File: config.mk
export PLATFORM = sky130hd
export DESIGN_NAME = kpu_guard
export DESIGN_NICKNAME = d
export VERILOG_FILES = /design/src/rtl/kpu_pkg.sv /design/src/rtl/kpu_key_table.sv /design/src/rtl/kpu_chan_table.sv /design/src/rtl/kpu_fault_log.sv /design/src/rtl/kpu_guard.sv
export SDC_FILE = /design/constraint.sdc
export NUM_CORES = 1
export LEC_CHECK = 0
export BUFFER_PORTS_ARGS = -buffer_cell sky130_fd_sc_hd__buf_4
export CAP_MARGIN = 10
export CORE_AREA = 2 2 156 158
export CTS_CLUSTER_DIAMETER = 50
export CTS_CLUSTER_SIZE = 16
export DETAILED_ROUTE_END_ITERATION = 12
export DIE_AREA = 0 0 158 160
export HOLD_SLACK_MARGIN = 0.05
export PLACE_DENSITY = 0.77
export SYNTH_ARGS = -nofsm -noshare
export SYNTH_HDL_FRONTEND = slang
export SYNTH_SLANG_ARGS = --single-unit
File: constraint.sdc
create_clock -name clk -period 3.6 [get_ports clk]
set_input_delay 0 -clock clk [delete_from_list [all_inputs] [get_ports clk]]
set_output_delay 0 -clock clk [all_outputs]
set_load 0.05 [all_outputs]
File: src/rtl/kpu_pkg.sv
package kpu_pkg;
  localparam int ADDR_W    = 17;
  localparam int BLK_BITS  = 6;
  localparam int KEY_W     = 3;
  localparam int CHAN_BITS = 3;

  typedef enum logic {
    SRC_CPU = 1'b0,
    SRC_IO  = 1'b1
  } flt_src_e;
endpackage

File: src/rtl/kpu_key_table.sv
module kpu_key_table #(
  parameter int BLK_BITS = 6,
  parameter int KEY_W    = 3
) (
  input  logic                clk,
  input  logic                rst_n,
  input  logic                wr_en,
  input  logic [BLK_BITS-1:0] wr_blk,
  input  logic [KEY_W-1:0]    wr_val,
  input  logic [BLK_BITS-1:0] rd_a_blk,
  output logic [KEY_W-1:0]    rd_a_key,
  input  logic [BLK_BITS-1:0] rd_b_blk,
  output logic [KEY_W-1:0]    rd_b_key
);
  localparam int NUM_BLK = 1 << BLK_BITS;

  logic [KEY_W-1:0] key_q [NUM_BLK];

  for (genvar b = 0; b < NUM_BLK; b++) begin : g_blk
    logic             ld;
    logic [KEY_W-1:0] key_d;

    always_comb begin
      ld    = wr_en && (wr_blk == BLK_BITS'(b));
      key_d = ld ? wr_val : key_q[b];
    end

    always_ff @(posedge clk or negedge rst_n) begin
      if (!rst_n) key_q[b] <= '0;
      else        key_q[b] <= key_d;
    end
  end

  assign rd_a_key = key_q[rd_a_blk];
  assign rd_b_key = key_q[rd_b_blk];
endmodule

File: src/rtl/kpu_chan_table.sv
module kpu_chan_table #(
  parameter int CHAN_BITS = 3,
  parameter int KEY_W     = 3
) (
  input  logic                 clk,
  input  logic                 rst_n,
  input  logic                 wr_en,
  input  logic [CHAN_BITS-1:0] wr_id,
  input  logic [KEY_W-1:0]     wr_prog,
  input  logic [CHAN_BITS-1:0] rd_id,
  output logic [KEY_W-1:0]     rd_prog
);
  localparam int NUM_CHAN = 1 << CHAN_BITS;

  logic [KEY_W-1:0] prog_q [NUM_CHAN];

  for (genvar c = 0; c < NUM_CHAN; c++) begin : g_chan
    logic [KEY_W-1:0] prog_d;

    always_comb begin
      prog_d = (wr_en && (wr_id == CHAN_BITS'(c))) ? wr_prog : prog_q[c];
    end

    always_ff @(posedge clk or negedge rst_n) begin
      if (!rst_n) prog_q[c] <= '0;
      else        prog_q[c] <= prog_d;
    end
  end

  assign rd_prog = prog_q[rd_id];
endmodule

File: src/rtl/kpu_fault_log.sv
module kpu_fault_log
  import kpu_pkg::*;
#(
  parameter int ADDR_W    = 17,
  parameter int CHAN_BITS = 3
) (
  input  logic                 clk,
  input  logic                 rst_n,
  input  logic                 cpu_flt,
  input  logic [ADDR_W-1:0]    cpu_addr,
  input  logic                 io_flt,
  input  logic [ADDR_W-1:0]    io_addr,
  input  logic [CHAN_BITS-1:0] io_chan,
  input  logic                 clr,
  output logic                 irq,
  output logic [ADDR_W-1:0]    addr,
  output logic                 src_io,
  output logic [CHAN_BITS-1:0] chan
);
  logic                 irq_q, irq_d;
  logic [ADDR_W-1:0]    addr_q, addr_d;
  flt_src_e             src_q, src_d;
  logic [CHAN_BITS-1:0] chan_q, chan_d;
  logic                 open;
  logic                 cap;

  always_comb begin
    open   = !irq_q || clr;
    cap    = open && (cpu_flt || io_flt);
    irq_d  = irq_q;
    addr_d = addr_q;
    src_d  = src_q;
    chan_d = chan_q;
    if (cap) begin
      irq_d = 1'b1;
      if (io_flt) begin
        addr_d = io_addr;
        src_d  = SRC_IO;
        chan_d = io_chan;
      end else begin
        addr_d = cpu_addr;
        src_d  = SRC_CPU;
        chan_d = '0;
      end
    end else if (clr) begin
      irq_d = 1'b0;
    end
  end

  always_ff @(posedge clk or negedge rst_n) begin
    if (!rst_n) begin
      irq_q  <= 1'b0;
      addr_q <= '0;
      src_q  <= SRC_CPU;
      chan_q <= '0;
    end else begin
      irq_q  <= irq_d;
      addr_q <= addr_d;
      src_q  <= src_d;
      chan_q <= chan_d;
    end
  end

  assign irq    = irq_q;
  assign addr   = addr_q;
  assign src_io = (src_q == SRC_IO);
  assign chan   = chan_q;
endmodule

File: src/rtl/kpu_guard.sv
module kpu_guard
  import kpu_pkg::*;
#(
  parameter int AW  = kpu_pkg::ADDR_W,
  parameter int BB  = kpu_pkg::BLK_BITS,
  parameter int KW  = kpu_pkg::KEY_W,
  parameter int CB  = kpu_pkg::CHAN_BITS
) (
  input  logic          clk,
  input  logic          rst_n,
  input  logic          priv_mode,
  input  logic          key_wr_en,
  input  logic [BB-1:0] key_wr_blk,
  input  logic [KW-1:0] key_wr_val,
  input  logic          chan_wr_en,
  input  logic [CB-1:0] chan_wr_id,
  input  logic [KW-1:0] chan_wr_prog,
  input  logic          cpu_req,
  input  logic [AW-1:0] cpu_addr,
  input  logic [KW-1:0] psw_prog,
  output logic          cpu_grant,
  input  logic          io_req,
  input  logic [AW-1:0] io_addr,
  input  logic [CB-1:0] io_chan,
  output logic          io_grant,
  input  logic          err_clr,
  output logic          err_irq,
  output logic [AW-1:0] err_addr,
  output logic          err_src_io,
  output logic [CB-1:0] err_chan
);
  localparam int OFS_BITS = AW - BB;

  logic          key_ld, chan_ld;
  logic [BB-1:0] cpu_blk, io_blk;
  logic [KW-1:0] cpu_key, io_key, io_prog;
  logic          cpu_flt, io_flt;

  always_comb begin
    key_ld  = key_wr_en && priv_mode;
    chan_ld = chan_wr_en && priv_mode;
    cpu_blk = cpu_addr[AW-1:OFS_BITS];
    io_blk  = io_addr[AW-1:OFS_BITS];
  end

  kpu_key_table #(.BLK_BITS(BB), .KEY_W(KW)) i_keys (
    .clk      (clk),
    .rst_n    (rst_n),
    .wr_en    (key_ld),
    .wr_blk   (key_wr_blk),
    .wr_val   (key_wr_val),
    .rd_a_blk (cpu_blk),
    .rd_a_key (cpu_key),
    .rd_b_blk (io_blk),
    .rd_b_key (io_key)
  );

  kpu_chan_table #(.CHAN_BITS(CB), .KEY_W(KW)) i_chans (
    .clk     (clk),
    .rst_n   (rst_n),
    .wr_en   (chan_ld),
    .wr_id   (chan_wr_id),
    .wr_prog (chan_wr_prog),
    .rd_id   (io_chan),
    .rd_prog (io_prog)
  );

  always_comb begin
    cpu_grant = cpu_req && (cpu_key == psw_prog);
    io_grant  = io_req && (io_key == io_prog);
    cpu_flt   = cpu_req && !cpu_grant;
    io_flt    = io_req && !io_grant;
  end

  kpu_fault_log #(.ADDR_W(AW), .CHAN_BITS(CB)) i_log (
    .clk      (clk),
    .rst_n    (rst_n),
    .cpu_flt  (cpu_flt),
    .cpu_addr (cpu_addr),
    .io_flt   (io_flt),
    .io_addr  (io_addr),
    .io_chan  (io_chan),
    .clr      (err_clr),
    .irq      (err_irq),
    .addr     (err_addr),
    .src_io   (err_src_io),
    .chan     (err_chan)
  );
endmodule

==> metrics <==
outcome=complete, no violations; Netlist cell types=55; Hold Worst Slack=24.7 ps; unrepaired setup endpoints after global routing=no; Reg2Reg Launch Point=i_keys.key_q[170]; TritonCTS clock tree=done; synthesized net count=1095; CP Launch Type=register; initial cell density of the core=55.3%; start point of the critical path=i_keys.key_q[170]; worst slew pin tran=1040 ps; layout cell share with drive strength beyond 1=39.5%; CP required=4030 ps; Peak VDD IR=0.421 mV; Worst EP arrival=3930 ps; nets@finish=1224; final wirelength=37400 um; GR Util All Layers=29.8%; most frequent cell after synthesis=dfrtp_1; CP max stage delay=540 ps; row count=57; first-pass GRT wire length=57400 um; pre-CTS WS=-236 ps; crit share post-route=97.1%; Mapped Area=13200 sq um; ranking of synthesized cells by area=dfrtp_1 45%, mux2_2 19%, mux4_2 12%; worst setup path endpoint=i_log.irq; Synth Instances=1032; CP endpoint kind=register; Area Overhead vs Synth=18.5%; Die Area=25300 sq um; Post-synth EDFFs=0; Die Span Y=160 um; YS warnings=0; placed inst area=14100 sq um; mux share of post-synthesis cell area=37.2%; Setup Fix Bufs, Post-CTS=0; Synth top area share=45.2%; CTS root buf=clkbuf_16; crit path time final=3500 ps; leakage=7.32 nW; Syn Area/Cell=12.8 sq um; die width=158 um; setup_tns=0 ps; DR vias=9719; RR Endpoint=i_log.irq; Hold Crit Class=primary input to asynchronous set/reset pin; DR WL/cell=24.9 um; relative slew slack=30.6%; kind of critical path=register to register; largest net degree at the start of global routing=102; post-synthesis adder-cell area fraction=0%; Post-DRT Antenna Nets=0; DRC Markers=0; TritonCTS Buffers=27; design area=15600 sq um; largest family of logic cells by synthesized area=multiplexers; Slew Viols, Final=0; DR iter-0 viols=1480; worst-path cell chain=mux4_2 -> a221oi_1 -> o21ai_0 -> o21ai_1 -> inv_1 -> o221ai_1 -> a31oi_2 -> buf_4 -> dlygate4sd3_1 -> or3_1; Fin Clk Skew=20.6 ps; sequential fraction of the synthesis area=45.2%; clk_lat worst skew=550 ps; Max Cap Violations=0; most frequent cells after synthesis=238 x dfrtp_1, 217 x mux2_2, 89 x mux2i_1, 80 x nand2_1, 69 x mux4_2; Async SR Flop Fraction=100%; post-synthesis compound-gate area fraction=5.56%; Seq cells post-synth=238; simple logic cell fraction of the synthesized area=7.09%; cell taking the most area after synthesis=dfrtp_1; Power per Cell Area=496 nW/um^2; Max Root-Sink Buffers=3; drt pass-1 iters=8; crit-path max FO=3; clk slew on worst S/H paths=70 ps; R2R cell count=10; DPL Wire Length=26100 um; setup slack, reg-to-reg=100 ps; post-route setup slack=103 ps; Fmax=286 MHz; initial antenna violation count=0; XOR/XNOR share of the synthesized area=0.389%; Boundary Pins=87; global route overflow=0; total power=7.75 mW; vias in the first global route=9834; port buffer count=86; H-tree depth=1; Placer Congestion=0.955; critical path's slowest cell=dlygate4sd3_1; Fin. Hold Viols=0; # clock sinks=238; final setup violation count=0; predominant post-synthesis flop cell=dfrtp_1; # fillers=1739; Core Area=23800 sq um; n_diodes=0; Via-to-Cell Ratio=6.45
## cell type report
cell class	count	area, sq um	share of cell area (%)
sequential	238	5960	38.1
tap	324	405	2.60
multi-input combinational	671	6630	42.5
inverter	56	210	1.35
clock buffer	31	711	4.55
timing repair buffer	167	1450	9.26
clock inverter	19	259	1.66
## kinds of logic (layout without fill, tap and decap cells)
logic type	after synthesis	count (layout)
AO/OA/AOI/OAI	95	95
XOR/XNOR	5	5
buffers and inverters	123	273
flip-flops	238	238
multiplexers	376	376
AND/OR/NAND/NOR	195	195
## state kept, by name, summed over array words and instances, names as in the netlist
name            count
i_log.chan          3
i_log.src_io        1
i_chans.prog_q     24
i_log.irq           1
i_keys.key_q      192
i_log.addr         17
## power by group
| part | switching [mW] | internal, mW | leakage, nW |
|---|---|---|---|
| logic | 0.857 | 0.717 | 3.69 |
| clock network | 1.21 | 1.75 | 0.470 |
| registers | 0.239 | 2.98 | 3.15 |
| total | 2.31 | 5.45 | 7.32 |
## worst min path at each step
stage                       start            endpoint
finish                      rst_n  i_chans.prog_q[19]
global route        key_wr_blk[3]   i_keys.key_q[133]
CTS                 key_wr_blk[3]   i_keys.key_q[133]
detailed placement          rst_n  i_chans.prog_q[16]
global placement            rst_n  i_chans.prog_q[22]
floorplan                   rst_n   i_chans.prog_q[0]
## cells in the final DEF (no fill, tap or decap), types with 4 or more instances in the layout
| cell | instances |
|---|---|
| mux2i_1 | 89 |
| mux4_2 | 69 |
| nand2_1 | 80 |
| mux2_2 | 217 |
| a22oi_1 | 29 |
| dlygate4sd3_1 | 51 |
| nand4_1 | 4 |
| a211oi_1 | 8 |
| nor2_1 | 43 |
| dfrtp_1 | 238 |
| nor2b_1 | 9 |
| inv_1 | 55 |
| buf_4 | 109 |
| or2_2 | 5 |
| and3_1 | 6 |
| nor3_1 | 9 |
| a21oi_1 | 10 |
| inv_6 | 7 |
| and2_1 | 6 |
| a222oi_1 | 17 |
| bufinv_16 | 4 |
| nand2b_1 | 10 |
| clkbuf_16 | 27 |
| buf_12 | 4 |
| nand3_1 | 7 |
| a31oi_1 | 7 |
| xnor2_1 | 4 |
## layer usage
| layer | vias to the layer above | share of wire, % | track usage (%) |
|---|---|---|---|
| li1 | 4110 | - | - |
| met1 | 4945 | 41 | 42.3 |
| met2 | 550 | 46 | 45.9 |
| met3 | 114 | 9.1 | 5.83 |
| met4 | 0 | 3.8 | 11.1 |
| met5 | - | 0 | 0 |
## critical path: cells and delay by family (launching register included)
kind | cells | cell delay [ps]
muxes | 1 | 480
AOI/OAI and AO/OA | 5 | 1420
and+or+nand+nor | 1 | 300
buffers and inverters | 3 | 790
DFF | 1 | 410
## repair_timing
item | 4_1_cts | 5_1_grt
hold endpoints to repair | 153 | 0
gates resized for setup | 1 | 2
hold buffers | 51 | 0
endpoints found under the setup margin | 17 | 21
gates cloned | 0 | 0
## per-stage QoR
step	utilization, %	std cells
5_1_grt	65.6	1506
3_3_place_gp	59.3	1404
4_1_cts	65.5	1506
6_report	65.6	1506
2_1_floorplan	-	1032
3_5_place_dp	59.3	1405
No activity file was read; power rests on OpenSTA's default activity.
